==> config.mk <==
export PLATFORM = sky130hd
export DESIGN_NAME = pwm_clk_enables
export DESIGN_NICKNAME = d
export VERILOG_FILES = /design/src/rtl/clkdiv_pkg.sv /design/src/rtl/prescale_chain.sv /design/src/rtl/div_gen.sv /design/src/rtl/clk_route.sv /design/src/rtl/pwm_clk_enables.sv
export SDC_FILE = /design/constraint.sdc
export NUM_CORES = 1
export LEC_CHECK = 0
export BUFFER_PORTS_ARGS = -buffer_cell sky130_fd_sc_hd__buf_4
export CORE_ASPECT_RATIO = 2
export CORE_MARGIN = 5
export CORE_UTILIZATION = 60
export DETAILED_ROUTE_END_ITERATION = 7
export PLACE_DENSITY = 0.86
export SYNTH_ARGS = -nofsm -noshare
export SYNTH_HDL_FRONTEND = slang
export SYNTH_SLANG_ARGS = --single-unit
==> constraint.sdc <==
create_clock -name clk -period 7.7 [get_ports clk]
set_input_delay 1.54 -clock clk [delete_from_list [all_inputs] [get_ports clk]]
set_output_delay 1.54 -clock clk [all_outputs]
set_load 0.01 [all_outputs]
==> src/rtl/clkdiv_pkg.sv <==
package clkdiv_pkg;
  localparam int NTAP  = 11;   // power-of-two taps, index 0..10
  localparam int CNTW  = NTAP - 1;
  localparam int DVW   = 8;    // linear divide factor width
  localparam int PSW   = 4;    // tap index / source code width
  localparam logic [PSW-1:0] SRC_GEN_A = 4'd11;
  localparam logic [PSW-1:0] SRC_GEN_B = 4'd12;

  // Tap k fires when the low k bits of the prescaler count are all ones.
  function automatic logic tap_hit(input logic [CNTW-1:0] cnt, input int k);
    logic hit;
    hit = 1'b1;
    for (int i = 0; i < CNTW; i++) begin
      if (i < k && !cnt[i]) hit = 1'b0;
    end
    return hit;
  endfunction

  function automatic logic tap_valid(input logic [PSW-1:0] idx);
    return int'(idx) < NTAP;
  endfunction

  function automatic logic pick_tap(input logic [NTAP-1:0] taps,
                                    input logic [PSW-1:0] idx);
    logic r;
    r = 1'b0;
    for (int i = 0; i < NTAP; i++) begin
      if (int'(idx) == i) r = taps[i];
    end
    return r;
  endfunction

  function automatic logic route_src(input logic [PSW-1:0] code,
                                     input logic [NTAP-1:0] taps,
                                     input logic ga, input logic gb);
    if (tap_valid(code)) return pick_tap(taps, code);
    if (code == SRC_GEN_A) return ga;
    if (code == SRC_GEN_B) return gb;
    return 1'b0;
  endfunction
endpackage

==> src/rtl/prescale_chain.sv <==
module prescale_chain
  import clkdiv_pkg::*;
(
  input  logic            clk,
  input  logic            rst_n,
  output logic [NTAP-1:0] taps
);
  logic [CNTW-1:0] cnt_q;

  always_ff @(posedge clk) begin
    if (!rst_n) cnt_q <= '0;
    else        cnt_q <= cnt_q + 1'b1;
  end

  for (genvar k = 0; k < NTAP; k++) begin : g_tap
    assign taps[k] = tap_hit(cnt_q, k);
  end
endmodule

==> src/rtl/div_gen.sv <==
module div_gen
  import clkdiv_pkg::*;
(
  input  logic            clk,
  input  logic            rst_n,
  input  logic            restart,
  input  logic [DVW-1:0]  div,
  input  logic [PSW-1:0]  psel,
  input  logic [NTAP-1:0] taps,
  output logic            strobe
);
  logic [DVW-1:0] cnt_q;
  logic active, step, at_end, fire;

  assign active = (div != '0) && tap_valid(psel);
  assign step   = active && pick_tap(taps, psel);
  assign at_end = (cnt_q == div - 1'b1);
  assign fire   = step && at_end;
  assign strobe = fire && !restart;

  always_ff @(posedge clk) begin
    if (!rst_n || restart) cnt_q <= '0;
    else if (step)         cnt_q <= at_end ? '0 : cnt_q + 1'b1;
  end
endmodule

==> src/rtl/clk_route.sv <==
module clk_route
  import clkdiv_pkg::*;
#(
  parameter int NCH = 4
) (
  input  logic [NCH*PSW-1:0] sel,
  input  logic [NTAP-1:0]    taps,
  input  logic               gen_a,
  input  logic               gen_b,
  output logic [NCH-1:0]     en
);
  for (genvar i = 0; i < NCH; i++) begin : g_ch
    assign en[i] = route_src(sel[i*PSW +: PSW], taps, gen_a, gen_b);
  end
endmodule

==> src/rtl/pwm_clk_enables.sv <==
module pwm_clk_enables
  import clkdiv_pkg::*;
#(
  parameter int NCH = 4
) (
  input  logic               clk,
  input  logic               rst_n,
  input  logic               mode_wr,
  input  logic [31:0]        mode_wdata,
  input  logic [NCH*PSW-1:0] chan_sel,
  output logic [NTAP-1:0]    tap_en,
  output logic               clka_en,
  output logic               clkb_en,
  output logic [NCH-1:0]     chan_en
);
  localparam int A_DIV_LSB = 0;
  localparam int A_TAP_LSB = 8;
  localparam int B_DIV_LSB = 16;
  localparam int B_TAP_LSB = 24;

  logic [DVW-1:0] a_div, b_div;
  logic [PSW-1:0] a_psel, b_psel;
  logic           unused_mode_bits;

  assign unused_mode_bits = ^{mode_wdata[15:12], mode_wdata[31:28]};

  always_ff @(posedge clk) begin
    if (!rst_n) begin
      a_div <= '0; a_psel <= '0; b_div <= '0; b_psel <= '0;
    end else if (mode_wr) begin
      a_div  <= mode_wdata[A_DIV_LSB +: DVW];
      a_psel <= mode_wdata[A_TAP_LSB +: PSW];
      b_div  <= mode_wdata[B_DIV_LSB +: DVW];
      b_psel <= mode_wdata[B_TAP_LSB +: PSW];
    end
  end

  prescale_chain u_pre (.clk(clk), .rst_n(rst_n), .taps(tap_en));

  div_gen u_gen_a (.clk(clk), .rst_n(rst_n), .restart(mode_wr),
                   .div(a_div), .psel(a_psel), .taps(tap_en), .strobe(clka_en));
  div_gen u_gen_b (.clk(clk), .rst_n(rst_n), .restart(mode_wr),
                   .div(b_div), .psel(b_psel), .taps(tap_en), .strobe(clkb_en));

  clk_route #(.NCH(NCH)) u_route (.sel(chan_sel), .taps(tap_en),
                                  .gen_a(clka_en), .gen_b(clkb_en), .en(chan_en));
endmodule

==> results of run 1 <==
==> registers in the layout, summed over array words and instances (netlist names) <==
name	cells
a_div	8
a_psel	4
b_div	8
b_psel	4
u_gen_a.cnt_q	8
u_gen_b.cnt_q	8
u_pre.cnt_q	10
==> power by group through the flow <==
stage	clock network (mW)	logic (mW)	registers, mW
2_1_floorplan	0	0.0798	0.284
3_3_place_gp	0	0.109	0.289
3_5_place_dp	0	0.113	0.289
4_1_cts	0.199	0.114	0.283
5_1_grt	0.211	0.126	0.286
6_report	0.195	0.114	0.284
==> cells in the mapped netlist (3+ instances only) <==
library cell,count,area share
nand2b_1,8,0.015
a221o_1,4,0.012
mux2i_1,30,0.091
o31ai_1,4,0.0091
a221oi_1,4,0.011
nand3_1,14,0.021
o22ai_1,6,0.011
nor2_1,31,0.035
inv_1,14,0.016
a21boi_0,7,0.016
ha_1,6,0.023
nor2b_1,30,0.057
buf_4,4,0.0091
and3_1,10,0.019
or4_1,3,0.0068
a21oi_1,16,0.024
a31oi_1,7,0.013
nor3b_1,3,0.0068
nand2_1,18,0.020
clkbuf_1,11,0.013
o21ai_0,21,0.032
dfxtp_1,50,0.30
xnor2_1,17,0.045
nand4_1,7,0.013
or3_1,7,0.013
nor4_1,3,0.0057
xor2_1,19,0.050
a211oi_1,4,0.0091
and2_1,7,0.013
nor3_1,5,0.0076
==> worst max-delay path, stage by stage (launching register included) <==
cell	delay [ns]
dfxtp_1	0.60
ha_1	0.48
ha_1	0.50
nand3_4	0.19
o21ai_0	0.21
o211ai_1	0.12
o21ai_1	0.43
nand4_1	0.21
nor2_1	0.42
a221o_1	0.24
buf_4	0.12
==> worst paths after layout <==
check                                                    from                             to  slack, ns  depth (start not counted)
worst min-delay path            u_gen_a.cnt_q[7]$_SDFFE_PP0N_  u_gen_a.cnt_q[7]$_SDFFE_PP0N_       0.51                          2
worst min register to register  u_gen_a.cnt_q[7]$_SDFFE_PP0N_  u_gen_a.cnt_q[7]$_SDFFE_PP0N_       0.51                          2
worst max-delay path                u_pre.cnt_q[0]$_SDFF_PN0_                     chan_en[2]       2.33                         10
worst max register to register      u_pre.cnt_q[0]$_SDFF_PN0_  u_gen_b.cnt_q[5]$_SDFFE_PP0N_       4.18                          9
==> routing by layer <==
metal | vias up | routed length [um] | track usage
met5 | - | 0 | 0
met4 | 0 | 238 | 0.112
met3 | 22 | 396 | 0.0459
met2 | 97 | 4550 | 0.447
met1 | 1430 | 2930 | 0.225
li1 | 1513 | - | -
==> logic make-up (layout without fill, tap and decap cells) <==
family | after synthesis | count (layout)
adder cells (fa/ha/maj) | 6 | 6
other | 1 | 1
AO/OA/AOI/OAI | 85 | 85
buffers and inverters | 33 | 81
multiplexers | 30 | 30
AND/OR/NAND/NOR | 157 | 157
XOR/XNOR | 36 | 36
flip-flops | 50 | 50
==> area by class of cell <==
class,instances,area share
multi-input combinational,315,0.561
timing repair buffer,58,0.113
clock inverter,2,0.0101
clock buffer,6,0.0215
sequential,50,0.260
inverter,15,0.0146
tap,60,0.0195
==> through the flow <==
step / utilization / instances
after detailed placement: 0.694 / 498
after CTS: 0.716 / 506
after global routing: 0.716 / 506
final: 0.716 / 506
after floorplan: - / 398
after global placement: 0.694 / 498
==> flow_summary.json, run 1 <==
{
  "gp_congestion": 0.904,
  "rows": 38,
  "fin_tns_setup_ns": 0,
  "crit_required_ns": 6.16,
  "cts.sinks": 50,
  "synthSimpleGateAreaFrac": 0.268,
  "max-vdd-ir-drop_uv": 165,
  "hpwl_um": 6210,
  "drv_cap": 0,
  "synth_fa_ha_area_frac": 0.0227,
  "p_leak_nw": 1.58,
  "power_density_nw_per_um2": 154,
  "switching_power_mw": 0.161,
  "synth_top_family_by_area": "simple AND/OR/NAND/NOR gates",
  "post_cts_resized": 0,
  "fp.dieW_um": 62.5,
  "cts_root_buf": "clkbuf_8",
  "min_period_over_period": 0.698,
  "n_antenna_cell": 0,
  "fill_cells": 423,
  "areaGrowthSynthToFinish_pct": 16.6,
  "ys.flop_type": "dfxtp_1",
  "finalPower_mw": 0.592,
  "rsz0062_at_grt": "no",
  "power_frac_seq": 0.479,
  "ys_warn_count": 0,
  "multi_input_area_sq_um": 2160,
  "num_vias": 3062,
  "drc_errors": 0,
  "die_h_um": 115,
  "die_area_sq_um": 7180,
  "cts.path.max_buffers": 2,
  "maxSlewHeadroom": 0.515,
  "drt_pass1_iterations": 4,
  "ff_latch_area_sq_um": 1000,
  "synth_cell_types": 53,
  "fin_area_sq_um": 3850,
  "port_buffers": 58,
  "placed_cell_area_sq_um": 3730,
  "critical_path_class": "reg2out",
  "final_nets": 502,
  "cts_tree": "built",
  "start_util": 0.615,
  "holdWs_ns": 0.513,
  "ys_seq_elements": 50,
  "ant_nets": 0,
  "fmax_ghz": 0.186,
  "grt_pass1_vias": 3136,
  "postSynthCellCount": 398,
  "grt.total_usage": 0.230,
  "slew_viol_final": 0,
  "synth_edf_count": 0,
  "drt_iter0_drc": 194,
  "path_max_fanout": 11,
  "io_pins": 68,
  "wl_per_cell_um": 16.0,
  "post_cts_buffers": 0,
  "yosysSeqAreaShare": 0.303,
  "wirelength_um": 8110,
  "internal-power_mw": 0.432,
  "ctsHoldBuffers": 0,
  "netlist_area_sq_um": 3300,
  "antenna_found_initial": 0,
  "viasPerCell": 6.05,
  "final_cell_mix": "58 x buf_4, 50 x dfxtp_1, 31 x nor2_1",
  "synthXorXnorAreaFrac": 0.0955,
  "clk_latency_ns": 0.30,
  "fin_skew_ns": 0.0111,
  "p_comb_frac": 0.193,
  "synth_compound_area_frac": 0.175,
  "fin_ws_ns": 2.33,
  "clkTransAtPathRegs_ns": 0.09,
  "hold_path_class": "reg2reg",
  "netSwitchingFraction": 0.271,
  "p_clk_frac": 0.329,
  "synth_area_per_cell_sq_um": 8.30,
  "timing.final.crit_period_ns": 5.37,
  "syn_nets": 455,
  "status": "complete, no violations",
  "tightest_slew_ns": 0.720,
  "muxShareOfSynthArea": 0.0909,
  "hold_viol_final": 0,
  "grt_overflow_total": 0,
  "place_ws_ns": 2.73,
  "layout_commonest_cell": "buf_4",
  "crit_arrival_ns": 3.83,
  "synth-async-reset-ratio": 0,
  "setup_viol": 0,
  "cts_buffers": 5,
  "drive_above_1_share": 0.173,
  "coreArea_sq_um": 5370,
  "grt_pass1_wl_um": 13700,
  "cp-start-kind": "flop",
  "endpoint_kind": "output port",
  "grt_max_degree": 36,
  "htree_levels": 2
}
Power figures use the tool's default switching activity.
==> run 2, diff against run 1 <==
--- a/config.mk
+++ b/config.mk
@@ -8,9 +8,9 @@
 export BUFFER_PORTS_ARGS = -buffer_cell sky130_fd_sc_hd__buf_4
 export CORE_ASPECT_RATIO = 2
 export CORE_MARGIN = 5
-export CORE_UTILIZATION = 60
+export CORE_UTILIZATION = 55
 export DETAILED_ROUTE_END_ITERATION = 7
-export PLACE_DENSITY = 0.86
+export PLACE_DENSITY = 0.8
 export SYNTH_ARGS = -nofsm -noshare
 export SYNTH_HDL_FRONTEND = slang
 export SYNTH_SLANG_ARGS = --single-unit
==> constraint.sdc (replaced) <==
create_clock -name clk -period 5.1 [get_ports clk]
set_input_delay 1.02 -clock clk [delete_from_list [all_inputs] [get_ports clk]]
set_output_delay 1.02 -clock clk [all_outputs]
set_load 0.01 [all_outputs]
==> flow_summary.json, run 2 (synthesis gave the netlist of run 1 again) <==
{
  "fmax_ghz": 0.252,
  "min_period_over_period": 0.778,
  "cts_tree": "built",
  "largest_reg_flops": 10,
  "drt_iter0_drc": 169,
  "viasPerCell": 5.86,
  "reg2reg_from": "u_pre.cnt_q[1]$_SDFF_PN0_",
  "post_cts_resized": 0,
  "finalNonFillerCells": 513,
  "crit_arrival_ns": 2.95,
  "ctsHoldBuffers": 0,
  "drive_above_1_share": 0.178,
  "p_clk_frac": 0.358,
  "port_buffers": 58,
  "status": "complete, no violations",
  "internal-power_mw": 0.688,
  "num_vias": 3006,
  "die_h_um": 120,
  "fp.dieW_um": 64.8,
  "areaGrowthSynthToFinish_pct": 18.4,
  "htree_levels": 2,
  "p_comb_frac": 0.186,
  "cts_buffers": 5,
  "grt_pass1_vias": 2900,
  "gp_congestion": 0.801,
  "drt_pass1_iterations": 4,
  "ant_nets": 0,
  "antenna_found_initial": 0,
  "path_max_fanout": 10,
  "final_nets": 506,
  "power_frac_seq": 0.456,
  "rsz0062_at_grt": "no",
  "final_cell_mix": "62 x buf_4, 50 x dfxtp_1, 31 x nor2_1",
  "dp_cells": 505,
  "hold_path_class": "reg2reg",
  "grt_pass1_wl_um": 13400,
  "post_cts_buffers": 0,
  "power_density_nw_per_um2": 240,
  "crit_required_ns": 4.08,
  "clk_latency_ns": 0.29,
  "p_leak_nw": 1.61,
  "switching_power_mw": 0.249,
  "tightest_slew_ns": 0.765,
  "clkTransAtPathRegs_ns": 0.06,
  "io_pins": 68,
  "endpoint_kind": "output port",
  "crit_start": "u_pre.cnt_q[1]$_SDFF_PN0_",
  "setup_viol": 0,
  "cts_root_buf": "clkbuf_16",
  "layout_commonest_cell": "buf_4",
  "top_register": "u_pre.cnt_q",
  "reg2reg_setup_slack_ns": 2.49,
  "max-vdd-ir-drop_uv": 288,
  "coreArea_sq_um": 5910,
  "netSwitchingFraction": 0.266,
  "hpwl_um": 5640,
  "finalPower_mw": 0.937,
  "rows": 40,
  "cts.path.max_buffers": 2,
  "fin_skew_ns": 0.00278,
  "die_area_sq_um": 7750,
  "rr_endpoint": "u_gen_b.cnt_q[5]$_SDFFE_PP0N_",
  "hold_viol_final": 0,
  "rr_worst_depth": 10,
  "grt.total_usage": 0.215,
  "cts.sinks": 50,
  "timing.final.crit_period_ns": 3.97,
  "fin_tns_setup_ns": 0,
  "start_util": 0.559,
  "slew_viol_final": 0,
  "maxSlewHeadroom": 0.486,
  "endpoint": "chan_en[3]",
  "grt_max_degree": 36,
  "cp-start-kind": "flop",
  "wirelength_um": 7760,
  "drv_cap": 0,
  "wl_per_cell_um": 15.1,
  "n_antenna_cell": 0,
  "grt_overflow_total": 0,
  "drc_errors": 0,
  "critical_path_class": "reg2out"
}
==> run 2: cell count changes in the layout (fill, tap and decap cells not counted) <==
cell / before / now
clkbuf_16: 0 / 5
inv_6: 1 / 0
clkinv_2: 0 / 1
clkbuf_8: 6 / 1
clkbuf_1: 0 / 1
bufinv_16: 1 / 0
buf_4: 58 / 62
==> run 2: worst min-delay path by stage <==
stage                                       start                             to  slack (ns)  cells after the start
finish              u_gen_a.cnt_q[5]$_SDFFE_PP0N_  u_gen_a.cnt_q[5]$_SDFFE_PP0N_        0.51                      2
global route        u_gen_a.cnt_q[7]$_SDFFE_PP0N_  u_gen_a.cnt_q[7]$_SDFFE_PP0N_        0.54                      2
CTS                 u_gen_a.cnt_q[5]$_SDFFE_PP0N_  u_gen_a.cnt_q[5]$_SDFFE_PP0N_        0.51                      2
detailed placement  u_gen_a.cnt_q[5]$_SDFFE_PP0N_  u_gen_a.cnt_q[5]$_SDFFE_PP0N_        0.50                      2
global placement    u_gen_a.cnt_q[7]$_SDFFE_PP0N_  u_gen_a.cnt_q[7]$_SDFFE_PP0N_        0.49                      2
floorplan           u_gen_a.cnt_q[7]$_SDFFE_PP0N_  u_gen_a.cnt_q[7]$_SDFFE_PP0N_        0.46                      2
==> run 2: critical path, stage by stage, from the launching register on <==
cell and delay (ns):
dfxtp_1 0.35, ha_1 0.15, buf_4 0.17, ha_1 0.22, nand3_4 0.13, nor2_2 0.22, a31oi_1 0.15, a31oi_2 0.32
nand4_1 0.19, nor2_1 0.41, a221o_1 0.24, buf_4 0.11
==> run 2: power groups by stage <==
stage	registers, mW	logic, mW	clock network, mW
floorplan	0.429	0.120	0
global placement	0.435	0.170	0
detailed placement	0.435	0.173	0
CTS	0.427	0.175	0.341
global route	0.430	0.195	0.361
finish	0.427	0.174	0.336
==> run 2: per-stage QoR <==
stage / setup WS (ns) / utilization / area (sq um) / hold WS [ns]
2_1_floorplan: 1.66 / - / 3300 / 0.464
4_1_cts: 1.11 / 0.662 / 3910 / 0.508
3_3_place_gp: 1.44 / 0.637 / 3760 / 0.488
3_5_place_dp: 1.44 / 0.637 / 3760 / 0.497
5_1_grt: 0.883 / 0.662 / 3910 / 0.542
6_report: 1.13 / 0.662 / 3910 / 0.511
==> run 2: area by class of cell <==
cell class / instances / area [sq um]
clock inverters: 1 / 5.00
fillers: 517 / 2000
well taps: 63 / 78.8
repair buffers: 62 / 465
inverters: 15 / 56.3
multi-input cells: 315 / 2160
clock buffers: 7 / 143
flip-flops and latches: 50 / 1000
==> run 2: metal layers <==
layer,track usage,part of all wire
met1,0.274,0.43
met2,0.352,0.49
met4,0.0821,0.016
met5,0,0
met3,0.0431,0.060
==> run 3, diff against run 2 <==
--- a/config.mk
+++ b/config.mk
@@ -5,12 +5,13 @@
 export SDC_FILE = /design/constraint.sdc
 export NUM_CORES = 1
 export LEC_CHECK = 0
+export ABC_AREA = 1
 export BUFFER_PORTS_ARGS = -buffer_cell sky130_fd_sc_hd__buf_4
 export CORE_ASPECT_RATIO = 2
 export CORE_MARGIN = 5
-export CORE_UTILIZATION = 55
+export CORE_UTILIZATION = 56
 export DETAILED_ROUTE_END_ITERATION = 7
-export PLACE_DENSITY = 0.8
+export PLACE_DENSITY = 0.81
 export SYNTH_ARGS = -nofsm -noshare
 export SYNTH_HDL_FRONTEND = slang
 export SYNTH_SLANG_ARGS = --single-unit
==> constraint.sdc (replaced) <==
create_clock -name clk -period 3.8 [get_ports clk]
set_input_delay 0.76 -clock clk [delete_from_list [all_inputs] [get_ports clk]]
set_output_delay 0.76 -clock clk [all_outputs]
set_load 0.01 [all_outputs]
==> flow_summary.json, run 3 <==
{
  "status": "complete, no violations",
  "grt_pass1_vias": 3767,
  "holdWs_ns": 0.481,
  "antenna_found_initial": 0,
  "start_util": 0.569,
  "fin_ws_ns": 0.314,
  "coreArea_sq_um": 6260,
  "final_nets": 689,
  "finalNonFillerCells": 719,
  "synth_edf_count": 0,
  "multi_input_area_sq_um": 2160,
  "io_pins": 68,
  "synth_area_per_cell_sq_um": 6.20,
  "fin_tns_setup_ns": 0,
  "crit_arrival_ns": 2.73,
  "netlist_area_sq_um": 3560,
  "die_h_um": 123,
  "cts_tree": "built",
  "p_leak_nw": 2.08,
  "setup_viol": 0,
  "cts.path.max_buffers": 2,
  "fin_skew_ns": 0.00217,
  "hpwl_um": 7650,
  "reg2reg_setup_slack_ns": 1.14,
  "dp_cells": 711,
  "grt.total_usage": 0.250,
  "slowest_stage": "ha_1",
  "postSynthCellCount": 574,
  "post_cts_buffers": 0,
  "grt_max_degree": 40,
  "wirelength_um": 9900,
  "final_util": 0.676,
  "post_cts_resized": 0,
  "ctsHoldBuffers": 0,
  "drv_cap": 0,
  "synth-async-reset-ratio": 0,
  "critical_path_class": "reg2out",
  "wl_per_cell_um": 13.8,
  "clkTransAtPathRegs_ns": 0.06,
  "cts_buffers": 5,
  "drt_pass1_iterations": 5,
  "gp_congestion": 0.926,
  "slowest_delay_ns": 0.36,
  "max-vdd-ir-drop_uv": 306,
  "min_period_over_period": 0.917,
  "fill_cells": 624,
  "areaGrowthSynthToFinish_pct": 18.9,
  "ant_nets": 0,
  "grt_overflow_total": 0,
  "ys_seq_elements": 50,
  "cp-start-kind": "flop",
  "synth_top_area_frac": 0.281,
  "finalPower_mw": 1.37,
  "critPathTopFamily": "simple AND/OR/NAND/NOR gates",
  "rows": 41,
  "cpMostUsedCell": "nand2_2",
  "htree_levels": 2,
  "synth_area_leader_cell": "dfxtp_1",
  "drt_iter0_drc": 230,
  "clk_latency_ns": 0.29,
  "synth_cell_types": 40,
  "fin_area_sq_um": 4230,
  "largest_reg_flops": 10,
  "port_buffers": 58,
  "cp_num_buf_inv": 2,
  "ff_latch_area_sq_um": 1000,
  "drive_above_1_share": 0.142,
  "top_register": "u_pre.cnt_q",
  "place_ws_ns": 0.666,
  "cts.sinks": 50,
  "num_vias": 3994,
  "layout_commonest_cell": "nand2_1",
  "yosysSeqAreaShare": 0.281,
  "n_antenna_cell": 0,
  "die_area_sq_um": 8140,
  "hold_path_class": "reg2reg",
  "rsz0062_at_grt": "no",
  "worstPathCellList": "ha_1, ha_1, nand2_2, nor2_8, nand2_4, nor2_4, a21oi_1, nand2_2, nand2_2, buf_4, nor3_1, buf_4",
  "slew_viol_final": 0,
  "fp.dieW_um": 66.4,
  "viasPerCell": 5.55,
  "placed_cell_area_sq_um": 4070,
  "fmax_ghz": 0.287,
  "synth_area_leaders": "dfxtp_1 28%, nand2_1 14%, inv_1 8.6%",
  "ys_warn_count": 0,
  "endpoint_kind": "output port",
  "hold_viol_final": 0,
  "grt_pass1_wl_um": 16100,
  "cts_root_buf": "clkbuf_16",
  "final_cell_mix": "131 x nand2_1, 82 x inv_1, 63 x buf_4",
  "ys.flop_type": "dfxtp_1",
  "syn_nets": 631,
  "path_max_fanout": 10,
  "power_density_nw_per_um2": 323,
  "crit_required_ns": 3.04,
  "yosysMostFrequentCell": "nand2_1",
  "synthTopCellsByCount": "131 x nand2_1, 82 x inv_1, 61 x nor2_1",
  "drc_errors": 0,
  "timing.final.crit_period_ns": 3.49
}
-- run 3: cell count changes after synthesis, sizes merged, moves of 18 or more --
cell | previous run | this run
nand2 | 20 | 137
mux2i | 30 | 0
o21ai | 23 | 41
nor2 | 32 | 66
a21oi | 16 | 40
nor2b | 30 | 0
inv | 15 | 87
nand3 | 15 | 60
-- run 3: layout make-up --
| class | instances | area share |
|---|---|---|
| multi-input combinational | 425 | 0.511 |
| tap | 86 | 0.0254 |
| inverter | 87 | 0.0772 |
| clock buffer | 7 | 0.0313 |
| timing repair buffer | 63 | 0.112 |
| clock inverter | 1 | 0.00710 |
| sequential | 50 | 0.237 |
-- run 3: path summary, 6_finish.rpt --
check	from	end	cells after the start
worst max-delay path	u_pre.cnt_q[1]$_SDFF_PN0_	clkb_en	12
worst min-delay path	b_div[1]$_SDFFE_PN0P_	b_div[1]$_SDFFE_PN0P_	2
worst max register to register	u_pre.cnt_q[1]$_SDFF_PN0_	u_gen_a.cnt_q[4]$_SDFFE_PP0N_	12
worst min register to register	b_div[1]$_SDFFE_PN0P_	b_div[1]$_SDFFE_PN0P_	2
-- run 3: cell families after synthesis --
kind of cell               Yosys count  synth area share
adders and majority gates            6            0.0211
and+or+nand+nor                    308             0.396
AOI/OAI and AO/OA                   94             0.149
other                                1           0.00105
DFF                                 50             0.281
xor gates and xnor gates            16            0.0394
buffers and inverters               99             0.111
-- run 3: worst reg2reg max path, delay by kind of cell, from the launching register on --
family | cells | cell delay, ns
AO/OA/AOI/OAI | 3 | 0.59
adder cells (fa/ha/maj) | 2 | 0.65
buffers and inverters | 1 | 0.21
flip-flops | 1 | 0.34
AND/OR/NAND/NOR | 6 | 0.76
-- run 3: power breakdown --
part | total [mW] | internal (mW) | switching, mW
Combinational | 0.291 | 0.114 | 0.177
Sequential | 0.570 | 0.547 | 0.0228
Clock | 0.506 | 0.312 | 0.194
-- run 3: routing by layer --
metal / global-route usage / wire (um) / up-vias
li1: - / - / 2003
met1: 0.248 / 3650 / 1811
met2: 0.482 / 5390 / 139
met3: 0.0339 / 407 / 41
met4: 0.128 / 448 / 0
met5: 0 / 0 / -
